===== config.mk =====
export PLATFORM = sky130hd
export DESIGN_NAME = gpio8_mode_port
export DESIGN_NICKNAME = d
export VERILOG_FILES = /design/src/rtl/gpio8_pkg.sv /design/src/rtl/gpio8_regfile.sv /design/src/rtl/gpio8_insync.sv /design/src/rtl/gpio8_pinmux.sv /design/src/rtl/gpio8_mode_port.sv
export SDC_FILE = /design/constraint.sdc
export NUM_CORES = 1
export LEC_CHECK = 0
export BUFFER_PORTS_ARGS = -buffer_cell sky130_fd_sc_hd__buf_4
export CELL_PAD_IN_SITES_DETAIL_PLACEMENT = 1
export CELL_PAD_IN_SITES_GLOBAL_PLACEMENT = 1
export CORE_UTILIZATION = 36
export CTS_CLUSTER_SIZE = 25
export DETAILED_ROUTE_END_ITERATION = 12
export PLACE_DENSITY = 0.84
export SLEW_MARGIN = 0
export SYNTH_ARGS = -nofsm -noshare
export SYNTH_HDL_FRONTEND = slang
export SYNTH_HIERARCHICAL = 1
export SYNTH_SLANG_ARGS = --single-unit

===== constraint.sdc =====
create_clock -name clk -period 1.7 [get_ports clk]
set_input_delay 0.17 -clock clk [delete_from_list [all_inputs] [get_ports clk]]
set_output_delay 0.17 -clock clk [all_outputs]
set_load 0.01 [all_outputs]

===== src/rtl/gpio8_pkg.sv =====
package gpio8_pkg;

  localparam int ADDR_W = 16;

  localparam logic [ADDR_W-1:0] OFS_DIR  = 16'hFE3A;
  localparam logic [ADDR_W-1:0] OFS_DATA = 16'hFF0A;
  localparam logic [ADDR_W-1:0] OFS_PINS = 16'hFFBA;
  localparam logic [ADDR_W-1:0] OFS_PULL = 16'hFE41;
  localparam logic [ADDR_W-1:0] OFS_ODRN = 16'hFE48;

  typedef enum logic [2:0] {
    RSEL_NONE,
    RSEL_DIR,
    RSEL_DATA,
    RSEL_PINS,
    RSEL_PULL,
    RSEL_ODRN
  } reg_sel_e;

  function automatic reg_sel_e decode_ofs(input logic [ADDR_W-1:0] a);
    case (a)
      OFS_DIR:  return RSEL_DIR;
      OFS_DATA: return RSEL_DATA;
      OFS_PINS: return RSEL_PINS;
      OFS_PULL: return RSEL_PULL;
      OFS_ODRN: return RSEL_ODRN;
      default:  return RSEL_NONE;
    endcase
  endfunction

  function automatic logic is_ext_bus_mode(input logic [2:0] m);
    return (m == 3'd4) || (m == 3'd5) || (m == 3'd6);
  endfunction

endpackage


===== src/rtl/gpio8_regfile.sv =====
module gpio8_regfile
  import gpio8_pkg::*;
#(
  parameter int W = 8
) (
  input  logic              clk,
  input  logic              rst_n,
  input  logic              hw_stby,
  input  logic              sw_stby,
  input  logic              bus_sel,
  input  logic              bus_wr,
  input  logic [ADDR_W-1:0] bus_addr,
  input  logic [W-1:0]      bus_wdata,
  output logic [W-1:0]      dir_q,
  output logic [W-1:0]      data_q,
  output logic [W-1:0]      pull_q,
  output logic [W-1:0]      odrn_q
);

  reg_sel_e wsel;
  logic     wr_ok;

  assign wsel  = decode_ofs(bus_addr);
  assign wr_ok = bus_sel && bus_wr && !sw_stby;

  always_ff @(posedge clk or negedge rst_n) begin
    if (!rst_n) begin
      dir_q  <= '0;
      data_q <= '0;
      pull_q <= '0;
      odrn_q <= '0;
    end else if (hw_stby) begin
      dir_q  <= '0;
      data_q <= '0;
      pull_q <= '0;
      odrn_q <= '0;
    end else if (wr_ok) begin
      case (wsel)
        RSEL_DIR:  dir_q  <= bus_wdata;
        RSEL_DATA: data_q <= bus_wdata;
        RSEL_PULL: pull_q <= bus_wdata;
        RSEL_ODRN: odrn_q <= bus_wdata;
        default: ;
      endcase
    end
  end

  AST_HWSTBY_CLEARS: assert property (@(posedge clk) disable iff (!rst_n)
    hw_stby |=> (dir_q == '0) && (data_q == '0) && (pull_q == '0) && (odrn_q == '0));

  AST_SWSTBY_FREEZE: assert property (@(posedge clk) disable iff (!rst_n)
    (sw_stby && !hw_stby) |=> $stable(dir_q) && $stable(data_q) && $stable(pull_q) && $stable(odrn_q));

endmodule


===== src/rtl/gpio8_insync.sv =====
module gpio8_insync #(
  parameter int W      = 8,
  parameter int STAGES = 2
) (
  input  logic         clk,
  input  logic         rst_n,
  input  logic [W-1:0] d,
  output logic [W-1:0] q
);

  logic [W-1:0] stg [STAGES];

  always_ff @(posedge clk or negedge rst_n) begin
    if (!rst_n) begin
      for (int k = 0; k < STAGES; k++) stg[k] <= '0;
    end else begin
      stg[0] <= d;
      for (int k = 1; k < STAGES; k++) stg[k] <= stg[k-1];
    end
  end

  assign q = stg[STAGES-1];

endmodule


===== src/rtl/gpio8_pinmux.sv =====
module gpio8_pinmux #(
  parameter int W    = 8,
  parameter int AE_W = 4
) (
  input  logic            clk,
  input  logic            rst_n,
  input  logic            hw_stby,
  input  logic            sw_stby,
  input  logic            out_hold,
  input  logic            ext_bus,
  input  logic [AE_W-1:0] addr_en,
  input  logic [W-1:0]    ext_addr,
  input  logic [W-1:0]    addr_hold,
  input  logic [W-1:0]    dir_q,
  input  logic [W-1:0]    data_q,
  input  logic [W-1:0]    pull_q,
  input  logic [W-1:0]    odrn_q,
  output logic [W-1:0]    pin_out,
  output logic [W-1:0]    pin_oe,
  output logic [W-1:0]    pin_pu,
  output logic [W-1:0]    pin_od,
  output logic [W-1:0]    gpio_drv
);

  localparam int PER = W / AE_W;

  logic [W-1:0] ovr;
  logic [W-1:0] od_en;

  for (genvar i = 0; i < W; i++) begin : g_pin
    localparam int AE_IDX = i / PER;
    assign ovr[i]      = ext_bus & addr_en[AE_IDX];
    assign od_en[i]    = ~ovr[i] & dir_q[i] & odrn_q[i];
    assign gpio_drv[i] = ~ovr[i] & dir_q[i];
    assign pin_out[i]  = hw_stby ? 1'b0 :
                         ovr[i]  ? (sw_stby ? addr_hold[i] : ext_addr[i]) :
                         (od_en[i] ? 1'b0 : data_q[i]);
    assign pin_oe[i]   = hw_stby ? 1'b0 :
                         ovr[i]  ? (~sw_stby | out_hold) :
                         (dir_q[i] & ~(od_en[i] & data_q[i]));
    assign pin_pu[i]   = ~hw_stby & ~ovr[i] & ~dir_q[i] & pull_q[i];
    assign pin_od[i]   = ~hw_stby & od_en[i];
  end

  AST_PU_ONLY_INPUT: assert property (@(posedge clk) disable iff (!rst_n)
    (pin_pu & pin_oe) == '0);

  AST_OD_NEVER_HIGH: assert property (@(posedge clk) disable iff (!rst_n)
    (pin_od & pin_oe & pin_out) == '0);

endmodule


===== src/rtl/gpio8_mode_port.sv =====
module gpio8_mode_port
  import gpio8_pkg::*;
#(
  parameter int W           = 8,
  parameter int AE_W        = 4,
  parameter int SYNC_STAGES = 2
) (
  input  logic              clk,
  input  logic              rst_n,
  input  logic              hw_stby,
  input  logic              sw_stby,
  input  logic              out_hold,
  input  logic [2:0]        opmode,
  input  logic [AE_W-1:0]   addr_en,
  input  logic [W-1:0]      ext_addr,
  input  logic [W-1:0]      pin_in,
  input  logic              bus_sel,
  input  logic              bus_wr,
  input  logic [ADDR_W-1:0] bus_addr,
  input  logic [W-1:0]      bus_wdata,
  output logic [W-1:0]      bus_rdata,
  output logic [W-1:0]      pin_out,
  output logic [W-1:0]      pin_oe,
  output logic [W-1:0]      pin_pu,
  output logic [W-1:0]      pin_od
);

  localparam int PER = W / AE_W;

  logic [W-1:0] dir_q, data_q, pull_q, odrn_q;
  logic [W-1:0] pin_sync, gpio_drv, addr_hold;
  logic         ext_bus;
  reg_sel_e     rsel;

  assign ext_bus = is_ext_bus_mode(opmode);

  gpio8_regfile #(.W(W)) u_regs (
    .clk(clk), .rst_n(rst_n), .hw_stby(hw_stby), .sw_stby(sw_stby),
    .bus_sel(bus_sel), .bus_wr(bus_wr), .bus_addr(bus_addr), .bus_wdata(bus_wdata),
    .dir_q(dir_q), .data_q(data_q), .pull_q(pull_q), .odrn_q(odrn_q)
  );

  gpio8_insync #(.W(W), .STAGES(SYNC_STAGES)) u_sync (
    .clk(clk), .rst_n(rst_n), .d(pin_in), .q(pin_sync)
  );

  always_ff @(posedge clk or negedge rst_n) begin
    if (!rst_n)        addr_hold <= '0;
    else if (!sw_stby) addr_hold <= ext_addr;
  end

  gpio8_pinmux #(.W(W), .AE_W(AE_W)) u_mux (
    .clk(clk), .rst_n(rst_n), .hw_stby(hw_stby), .sw_stby(sw_stby),
    .out_hold(out_hold), .ext_bus(ext_bus), .addr_en(addr_en),
    .ext_addr(ext_addr), .addr_hold(addr_hold),
    .dir_q(dir_q), .data_q(data_q), .pull_q(pull_q), .odrn_q(odrn_q),
    .pin_out(pin_out), .pin_oe(pin_oe), .pin_pu(pin_pu), .pin_od(pin_od),
    .gpio_drv(gpio_drv)
  );

  assign rsel = decode_ofs(bus_addr);

  always_comb begin
    bus_rdata = '0;
    if (bus_sel && !bus_wr) begin
      case (rsel)
        RSEL_DATA: bus_rdata = data_q;
        RSEL_PINS: bus_rdata = (data_q & gpio_drv) | (pin_sync & ~gpio_drv);
        RSEL_PULL: bus_rdata = pull_q;
        RSEL_ODRN: bus_rdata = odrn_q;
        default:   bus_rdata = '0;
      endcase
    end
  end

  logic [W-1:0] ovr_mask;
  always_comb begin
    for (int i = 0; i < W; i++) ovr_mask[i] = ext_bus && addr_en[i/PER];
  end

  AST_DIR_READS_ZERO: assert property (@(posedge clk) disable iff (!rst_n)
    (bus_sel && !bus_wr && bus_addr == OFS_DIR) |-> bus_rdata == '0);

  AST_OVR_DRIVES: assert property (@(posedge clk) disable iff (!rst_n)
    (!hw_stby && !sw_stby) |-> (pin_oe & ovr_mask) == ovr_mask);

  AST_NO_OVR_OUTSIDE: assert property (@(posedge clk) disable iff (!rst_n)
    (!ext_bus) |-> (pin_oe & ~dir_q) == '0);

  AST_HWSTBY_QUIET: assert property (@(posedge clk) disable iff (!rst_n)
    hw_stby |-> (pin_oe == '0) && (pin_pu == '0) && (pin_od == '0));

  AST_ADDR_HIZ: assert property (@(posedge clk) disable iff (!rst_n)
    (sw_stby && !out_hold && !hw_stby) |-> (pin_oe & ovr_mask) == '0);

endmodule


==> results of run 1 <==
[where the power goes]
group          switching (mW)  total (mW)  leakage (nW)  internal, mW
Sequential             0.0154        1.38         0.727          1.37
Combinational           0.237       0.469          1.53         0.232
Clock                   0.475       0.922        0.0558         0.447
[logic make-up (layout without fill, tap and decap cells)]
kind of cell	after synthesis	count (layout)	synth area share, %
buf+inv	21	159	3.77
simple gates	153	153	25.2
compound gates	46	46	10.9
flops	56	56	41.8
xor+xnor	3	3	0.783
mux	56	56	17.6
[state kept, by name, indices dropped and copies added, names as in the netlist]
register / count
addr_hold: 8
u_regs/data_q: 8
u_regs/dir_q: 8
u_regs/odrn_q: 8
u_regs/pull_q: 8
u_sync/q: 8
u_sync/stg: 8
[metrics by stage]
stage | cells | TNS [ns] | utilization (%) | power (mW) | setup slack [ns]
2_1_floorplan | 335 | -0.666 | - | 1.59 | -0.0841
3_3_place_gp | 549 | -4.77 | 48.8 | 1.80 | -0.268
3_5_place_dp | 549 | -7.48 | 48.8 | 1.82 | -0.261
4_1_cts | 576 | -0.622 | 54.1 | 2.78 | -0.108
5_1_grt | 581 | -2.31 | 55.0 | 2.87 | -0.244
6_report | 581 | -1.09 | 55.0 | 2.78 | -0.203
[worst max-delay path: stages]
cell and delay (ns):
buf_4 0.11, buf_4 0.15, nand2b_1 0.24, nor4_4 0.21
buf_4 0.20, buf_6 0.14, nand3_1 0.15, a21oi_2 0.21
buf_4 0.14
[Yosys cell counts (2+ instances only)]
master	count	area, µm²
a21oi_1	16	80.1
a22o_1	8	70.1
a32o_1	8	80.1
a32oi_1	8	70.1
and2_1	8	50.1
and2_2	4	30.0
buf_2	2	10.0
buf_4	10	75.1
clkbuf_1	6	22.5
dfrtp_1	56	1400
mux2_2	24	270
mux2i_1	32	320
nand2_1	30	113
nand2b_1	22	138
nand3_1	20	100
nand4_1	2	12.5
nand4b_1	4	35.0
nor2_1	39	146
nor2b_1	2	12.5
nor3_1	2	10.0
nor3b_1	8	60.1
nor4_4	2	42.5
nor4b_1	4	35.0
or3_4	2	22.5
xor2_1	2	17.5
[final timing paths]
kind | end | slack [ns] | start
max | bus_rdata[1] | -0.20 | bus_addr[0]
min | addr_hold[0] | 0.1 | ext_addr[0]
max reg2reg | u_regs/dir_q[2] | 0.63 | u_regs/dir_q[2]
min reg2reg | u_sync/q[7] | 0.36 | u_sync/stg[15]
max in group asynchronous | addr_hold[2] | 0.74 | rst_n
min in group asynchronous | u_sync/stg[12] | 0.45 | rst_n
[metal layers]
| metal | up-vias | track usage [%] | wire length [µm] |
|---|---|---|---|
| met1 | 1665 | 30.5 | 4940 |
| met3 | 34 | 4.33 | 745 |
| met5 | - | 0 | 0 |
| met2 | 134 | 41.8 | 6090 |
| li1 | 1482 | - | - |
| met4 | 0 | 8.73 | 369 |
[repair_timing]
item                                    CTS  global route
endpoints found under the setup margin    8            14
resized for setup                        43            12
cloned                                    0             1
setup buffers                            10             4
hold buffers                              9             0
endpoints found under the hold margin    64             0
pin swaps                                17             9
[final cells by class]
cell class	count	area [µm²]	area share, %
tap	108	135	2.76
sequential	56	1400	28.6
inverter	1	3.75	0.0767
clock buffer	6	72.6	1.48
timing repair buffer	150	1210	24.7
clock inverter	2	38.8	0.793
multi-input combinational	258	2030	41.5
==> summary.md, run 1 <==
| Metric | Value |
|---|---|
| Status | complete, but fails checks |
| Violated checks | design-rule violations, negative setup slack |
| Hold Crit Class | in -> reg |
| Clk sink count | 56 |
| DRT antenna net count | 0 |
| DP Area | 4340 µm² |
| Mapped Area | 3350 µm² |
| WHS Path Cells | 2 |
| Max VDD drop | 322 µV |
| First-pass DRT Iterations | 8 |
| Most common cell after layout, fill and taps aside | buf_4 |
| Worst reg-to-reg path cell count | 4 |
| Crit path max fanout | 6 |
| Setup WS post-layout | -0.203 ns |
| Bufs on Longest Clock Path | 2 |
| Routability Congestion | 0.825 |
| Vias per inst | 5.71 |
| H-tree depth | 2 |
| Post-synthesis register bit count | 56 |
| Synth warnings | 6 |
| Pwr dens | 567 nW/µm² |
| Core area | 8890 µm² |
| Seq/Total Area, Yosys | 41.8% |
| Port Buffers | 93 |
| Library cells used by synthesis | 39 |
| Layout cells sized above 1 | 45.2% |
| RSZ-0062 raised after global routing | yes |
| Final-report hold violation count | 0 |
| Setup violators final | 15 |
| Area grow syn2layout | 45.8% |
| Die Height | 98.5 µm |
| Final #Nets | 526 |
| Worst Path Arrival | about 1.7 ns |
| Total congestion overflow | 0 |
| Type of origin of the critical path | input port |
| Leakage power | 2.31 nW |
| Clk root buf | clkbuf_8 |
| Leading cell types in the layout, fill and taps excluded | buf_4, dfrtp_1, nor2_1, mux2i_1, nand2_1 |
| Diode count | 0 |
| Hold slack | about 0.098 ns |
| Critical path class | in -> out |
| Actual slew at the worst max-slew pin | 0.756 ns |
| Max-slew violation count | 0 |
| Fin crit period | 1.90 ns |
| Worst skew pair latency | slightly above 0.3 ns |
| Placed wire-length estimate | 7950 µm |
| Number of max-cap violations | 0 |
| Design Area, Final | 4890 µm² |
| Primary FF master, synth | dfrtp_1 |
| Clock skew | between 0.004 and 0.005 ns |
| Syn nets | 389 |
| FILL cells | 998 |
| Fmax | 525 MHz |
| CTS Buf Count | 5 |
| GRT Util Overall | 24.2% |
| Synth Instances | roughly 340 |
| Post-synth EDFFs | 0 |
| Max_slew headroom | ~50% |
| Final WL | 12200 µm |
| Rows | 34 |
| # IOs | 94 |
| Worst Setup End Kind | output pin |
| First-pass GRT wire length | 18300 µm |
| Initial core utilization | 37.7% |
| CP Data Required Time | 1.53 ns |
| DRT iter0 DRCs | 215 |
| DRC | 8 |
| CTS tree | yes |
| Synth async-reset ratio | 100% |
| Antenna violations before repair | 0 |
| Routed len/inst | between 20 and 25 µm |
| Pin count of the biggest net entering global routing | 57 |
| Vias in the first global route | 3483 |
| Die area | roughly 9700 µm² |
| Die X | 98.5 µm |
| Routed vias | 3315 |
| Clock-pin slew on the worst setup and hold paths | 0.11 ns |
| Syn Area/Cell | 10.0 µm² |
| Fin crit share | 112% |
No activity file was read; power rests on OpenSTA's default activity.
==> inputs of run 2 (changes only) <==
--- a/config.mk
+++ b/config.mk
@@ -8,6 +8,8 @@
 export BUFFER_PORTS_ARGS = -buffer_cell sky130_fd_sc_hd__buf_4
 export CELL_PAD_IN_SITES_DETAIL_PLACEMENT = 1
 export CELL_PAD_IN_SITES_GLOBAL_PLACEMENT = 1
+export CORE_ASPECT_RATIO = 2
+export CORE_MARGIN = 2
 export CORE_UTILIZATION = 36
 export CTS_CLUSTER_SIZE = 25
 export DETAILED_ROUTE_END_ITERATION = 12
==> summary.md, run 2 (same netlist as run 1, synthesis figures left out) <==
| Metric | Value |
|---|---|
| Pin count of the biggest net entering global routing | 57 (unchanged) |
| H-tree depth | 2 (unchanged) |
| Placed instance count | 543 (-1.1%) |
| Register Area | 1400 µm² (unchanged) |
| Vias per inst | 5.99 (+4.9%) |
| Non-filler cells, final | 574 (-1.2%) |
| Setup violators final | 11 (-4) |
| Max-slew violation count | 0 (unchanged) |
| Leading cell types in the layout, fill and taps excluded | buf_4, dfrtp_1, nor2_1, mux2i_1, nand2_1 |
| Leakage power | 2.33 nW (+0.76%) |
| First-pass GRT wire length | 19500 µm (+6.3%) |
| Number of max-cap violations | 0 (unchanged) |
| Final WL | 14000 µm (+16%) |
| FILL cells | 1009 (+1.1%) |
| Max VDD drop | 755 µV (+130%) |
| DRC | 0 (-8) |
| Fmax | 515 MHz (-1.9%) |
| Clock-pin slew on the worst setup and hold paths | 0.08 ns (-0.03 ns) |
| Worst skew pair latency | 0.31 ns (about the same) |
| # IOs | 94 (unchanged) |
| DRT antenna net count | 0 (unchanged) |
| Fin crit period | 1.94 ns (+0.0371 ns) |
| Routed vias | 3437 (+3.7%) |
| Routed len/inst | 24.5 µm (+17%) |
| Total congestion overflow | 0 (unchanged) |
| Fin crit share | 114% (+2.2 points) |
| Critical path class | in -> out |
| Actual slew at the worst max-slew pin | 0.725 ns (-0.0309 ns) |
| CTS Buf Count | 5 (unchanged) |
| Max_slew headroom | 51.6% (+2.1 points) |
| Placed wire-length estimate | 8860 µm (+11%) |
| Die X | 72.3 µm (-27%) |
| Worst Setup End Kind | output pin |
| Routability Congestion | 0.903 (+9.4%) |
| Rows | 49 (+44%) |
| Diode count | 0 (unchanged) |
| CP Data Required Time | 1.53 ns (about the same) |
| Clk root buf | clkbuf_16 |
| Setup WS post-layout | -0.240 ns (-0.0371 ns) |
| Vias in the first global route | 3721 (+6.8%) |
| Violated checks | negative setup slack |
| Cell Chain, Critical Path | buf_8 > or3_4 > nor3_1 > o21ai_1 > buf_6 > a21oi_2 > buf_4 |
| Type of origin of the critical path | input port |
| Layout cells sized above 1 | 45.8% (+0.52 points) |
| Worst Path Arrival | 1.77 ns (+0.04 ns) |
| Largest stage delay, worst path | 0.44 ns (+0.20 ns) |
| GRT Util Overall | 25.3% (+1.1 points) |
| Final #Nets | 525 (-0.19%) |
| Bufs on Longest Clock Path | 2 (unchanged) |
| Total power | 2.94 mW (+5.9%) |
| RSZ-0062 raised after global routing | yes |
| Antenna violations before repair | 0 (unchanged) |
| First-pass DRT Iterations | 4 (-4) |
| Most common cell after layout, fill and taps aside | buf_4 |
| Area grow syn2layout | 50.0% |
| Status | complete, but fails checks |
| Initial core utilization | 37.2% (-0.51 points) |
| Final-report hold violation count | 0 (unchanged) |
| WHS Path Cells | 2 (unchanged) |
| Core area | 9010 µm² (+1.4%) |
| Crit path max fanout | 8 (+2) |
| Slowest CP cell | or3_4 |
| DRT iter0 DRCs | 196 (-8.8%) |
| Die area | 10200 µm² (+4.6%) |
| Die Height | 141 µm (+43%) |
| Worst path depth | 7 (-2) |
| CTS tree | yes |
| Hold Crit Class | in -> reg |
| Delay-heaviest family, CP | simple AND/OR/NAND/NOR gates |
| Pwr dens | 584 nW/µm² (+2.9%) |
| Worst reg-to-reg path cell count | 4 (unchanged) |
| Hold slack | 0.0941 ns (-0.00426 ns) |
| Port Buffers | 93 (unchanged) |
| Clock skew | 0.0112 ns (+0.00662 ns) |
| Clk sink count | 56 (unchanged) |
| Area of the multi-input gates | 2100 µm² (+3.6%) |
| Worst path bufs/invs | 3 (-2) |
## run 2: cell types whose count changed in the layout (fill, tap and decap cells not counted), sizes merged
cell and delta:
clkbuf +1, clkinv +1, bufinv -1, buf -2
## run 2: through the flow
stage	setup WS (ns)	instance area, µm²	utilization, %	TNS (ns)
2_1_floorplan	-0.0841	3370	-	-0.666
3_3_place_gp	-0.221	4370	48.5	-4.56
3_5_place_dp	-0.326	4370	48.5	-6.21
4_1_cts	-0.0801	4860	53.9	-0.451
5_1_grt	-0.223	5030	55.8	-1.87
6_report	-0.240	5030	55.8	-1.82
## run 2: final cells by class
type	instances	area share, %
Clock buffer	6	2.56
Clock inverter	2	0.273
Inverter	1	0.0746
Multi-Input combinational cell	258	41.8
Sequential cell	56	27.8
Tap cell	102	2.54
Timing Repair Buffer	149	24.9
## run 2: power by group
part	switching (mW)	total, mW	internal, mW
Clock	0.528	1.08	0.553
Sequential	0.0154	1.38	1.37
Combinational	0.239	0.473	0.234
## run 2: worst paths after layout
path / from / end / slack [ns]
min: ext_addr[0] / addr_hold[0] / 0.09
max: bus_addr[7] / bus_rdata[1] / -0.24
max in group asynchronous: rst_n / u_sync/stg[14] / 0.75
min reg2reg: u_sync/stg[10] / u_sync/q[2] / 0.35
max reg2reg: u_regs/dir_q[6] / u_regs/dir_q[6] / 0.61
min in group asynchronous: rst_n / u_sync/q[0] / 0.46
## run 2: timing repair
action / CTS / global route
hold buffers: 9 / 0
buffers inserted: 8 / 5
gates cloned: 0 / 1
hold endpoints to repair: 64 / 0
endpoints found under the setup margin: 8 / 20
pin swaps: 12 / 14
resized for setup: 38 / 23
## run 2: routing by layer
metal | part of all wire, % | up-vias | track usage, %
met3 | 4.8 | 69 | 2.66
met1 | 34 | 1718 | 26.3
li1 | - | 1480 | -
met4 | 6.2 | 0 | 14.7
met2 | 55 | 170 | 46.9
met5 | 0 | - | 0
==> inputs of run 3 (changes only) <==
--- a/config.mk
+++ b/config.mk
@@ -14,6 +14,7 @@
 export CTS_CLUSTER_SIZE = 25
 export DETAILED_ROUTE_END_ITERATION = 12
 export PLACE_DENSITY = 0.84
+export SETUP_SLACK_MARGIN = 0.5
 export SLEW_MARGIN = 0
 export SYNTH_ARGS = -nofsm -noshare
 export SYNTH_HDL_FRONTEND = slang
==> summary.md, run 3 (same netlist as run 1, synthesis figures left out) <==
| Metric | Value |
|---|---|
| Rows | 49 (unchanged) |
| Most used cell, CP | buf_6 |
| Port Buffers | 93 (unchanged) |
| Type of origin of the critical path | input port |
| Crit path max fanout | 8 (unchanged) |
| Setup WS post-layout | -0.203 ns (+0.0370 ns) |
| Violated checks | negative setup slack |
| Slowest CP cell | nor4b_1 |
| Placed wire-length estimate | 8850 µm (about the same) |
| GRT Util Overall | 30.4% (+5.1 points) |
| Area grow syn2layout | 77.9% |
| Worst Min Path Start | ext_addr[5] |
| Switching share of power | 28.2% (+1.6 points) |
| R2R Setup Slk | 0.55 ns (-0.06 ns) |
| Worst path depth | 8 (+1) |
| Fmax | 525 MHz (+1.9%) |
| CTS tree | yes |
| Clock skew | 0.0132 ns (+0.00195 ns) |
| Clk sink count | 56 (unchanged) |
| Pwr dens | 528 nW/µm² (-9.6%) |
| Fin crit share | 112% (-2.2 points) |
| R2r startpoint | u_regs/dir_q[1] |
| Fin crit period | 1.90 ns (-0.0370 ns) |
| First-pass GRT wire length | 23200 µm (+19%) |
| Max-slew violation count | 0 (unchanged) |
| Diode count | 0 (unchanged) |
| Int Pwr | 2.26 mW (+4.9%) |
| Die area | 10200 µm² (unchanged) |
| Critical path class | in -> out |
| DP Worst Slack | -0.195 ns (+0.131 ns) |
| Actual slew at the worst max-slew pin | 0.514 ns (-0.211 ns) |
| Leading cell types in the layout, fill and taps excluded | buf_4, buf_6, dfrtp_1, nor2_1, mux2i_1 |
| Clk root buf | clkbuf_16 |
| Core area | 9010 µm² (unchanged) |
| DP Area | 4490 µm² (+2.6%) |
| Final-report hold violation count | 0 (unchanged) |
| Hold slack | 0.0941 ns (+0.0000275 ns) |
| Placed instance count | 551 (+1.5%) |
| Design Area, Final | 5970 µm² (+19%) |
| Most common cell after layout, fill and taps aside | buf_4 |
| Worst Setup End Kind | output pin |
| Routed len/inst | 29.8 µm (+22%) |
| Total congestion overflow | 0 (unchanged) |
| H-tree depth | 2 (unchanged) |
| Pin count of the biggest net entering global routing | 43 (-25%) |
| Part of the power in registers | 44.2% (-2.9 points) |
| DRT iter0 DRCs | 231 (+18%) |
| Initial core utilization | 37.2% (unchanged) |
| Total power | 3.15 mW (+7.2%) |
| Routability Congestion | 0.939 (+3.9%) |
| Clock-pin slew on the worst setup and hold paths | 0.08 ns (about the same) |
| Top sig layer | met4 |
| CTS Buf Count | 5 (unchanged) |
| DRT antenna net count | 0 (unchanged) |
| Setup violators final | 15 (+4) |
| Die Height | 141 µm (unchanged) |
| CP Data Required Time | 1.53 ns (about the same) |
| Status | complete, but fails checks |
| First-pass DRT Iterations | 4 (unchanged) |
| WHS Path Cells | 2 (unchanged) |
| Max_slew headroom | 65.2% (+14 points) |
| Final setup TNS | -1.57 ns (+0.255 ns) |
| Wl on met1 | 6170 µm (+30%) |
| Clock share of power | 35.7% (-1.1 points) |
| Wire length on met3 | 1010 µm (+48%) |
| Hold EP | addr_hold[5] |
| Antenna violations before repair | 0 (unchanged) |
| Final #Nets | 553 (+5.3%) |
| Final WL | 17900 µm (+27%) |
| Hold Crit Class | in -> reg |
| Routed vias | 3731 (+8.6%) |
| Max VDD drop | 891 µV (+18%) |
| Worst Path Arrival | 1.73 ns (-0.04 ns) |
| Delay-heaviest family, CP | simple AND/OR/NAND/NOR gates |
| NetSw | 0.889 mW (+14%) |
| # IOs | 94 (unchanged) |
| Leakage power | 2.81 nW (+21%) |
| DRC | 0 (unchanged) |
| Reg-to-reg endpoint | u_regs/dir_q[1] |
| Vias per inst | 6.21 (+3.7%) |
| Utilization after layout | 66.2% (+10 points) |
| Layout cells sized above 1 | 65.3% (+20 points) |
| Non-filler cells, final | 601 (+4.7%) |
| RSZ-0062 raised after global routing | yes |
| Worst path bufs/invs | 4 (+1) |
| Largest stage delay, worst path | 0.50 ns (+0.06 ns) |
| Comb pwr share | 20.1% (+4.0 points) |
| Die X | 72.3 µm (unchanged) |
| Bufs on Longest Clock Path | 2 (unchanged) |
| Vias in the first global route | 4094 (+10%) |
| Number of max-cap violations | 0 (unchanged) |
| Worst reg-to-reg path cell count | 5 (+1) |
| Worst skew pair latency | 0.31 ns (about the same) |
| WL met2 | 9360 µm (+21%) |
| FILL cells | 896 (-11%) |
| Cell Chain, Critical Path | buf_6 > nand4b_1 > nor4b_1 > buf_4 > o21ai_2 > buf_6 > a21oi_4 > buf_6 |
run 3: cell type report:
| type | count | area [µm²] | share of cell area, % |
|---|---|---|---|
| clock buffer | 6 | 139 | 2.33 |
| clock inverter | 1 | 8.76 | 0.147 |
| inverter | 1 | 3.75 | 0.0629 |
| multi-input combinational | 258 | 2610 | 43.8 |
| sequential | 56 | 1410 | 23.5 |
| tap | 102 | 128 | 2.14 |
| timing repair buffer | 177 | 1670 | 28.0 |
run 3: power groups by stage:
stage,clock (mW),sequential [mW],combinational [mW]
floorplan,0,1.40,0.188
global placement,0,1.41,0.414
detailed placement,0,1.41,0.430
CTS,1.08,1.39,0.537
global route,1.20,1.39,0.656
finish,1.12,1.39,0.634
run 3: how the worst max path moves through the flow:
stage / end / from / slack [ns]
5_1_grt: bus_rdata[6] / u_regs/dir_q[6] / -0.23
3_3_place_gp: bus_rdata[5] / opmode[2] / -0.11
4_1_cts: bus_rdata[7] / u_regs/dir_q[7] / -0.05
3_5_place_dp: u_regs/odrn_q[4] / bus_addr[1] / -0.20
6_report: bus_rdata[2] / bus_addr[2] / -0.20
2_1_floorplan: u_regs/odrn_q[0] / bus_addr[6] / -0.08
run 3: repair_timing:
item                                    CTS  global route
cloned                                    0             1
endpoints found under the setup margin   72            72
endpoints found under the hold margin    37             0
resized for setup                       144            83
pin swaps                                52            40
hold buffers                              9             0
buffers inserted                         16            17
run 3: layer usage:
metal / GRT usage (%) / vias up
met5: 0 / -
met4: 17.1 / 0
met3: 5.18 / 101
met2: 53.9 / 231
met1: 33.0 / 1867
li1: - / 1532
run 3: worst register-to-register path, cell delays in order (launching register included):
cell	delay, ns
dfrtp_1	0.41
buf_6	0.13
buf_6	0.11
buf_6	0.12
mux2i_1	0.18
nor2_1	0.07
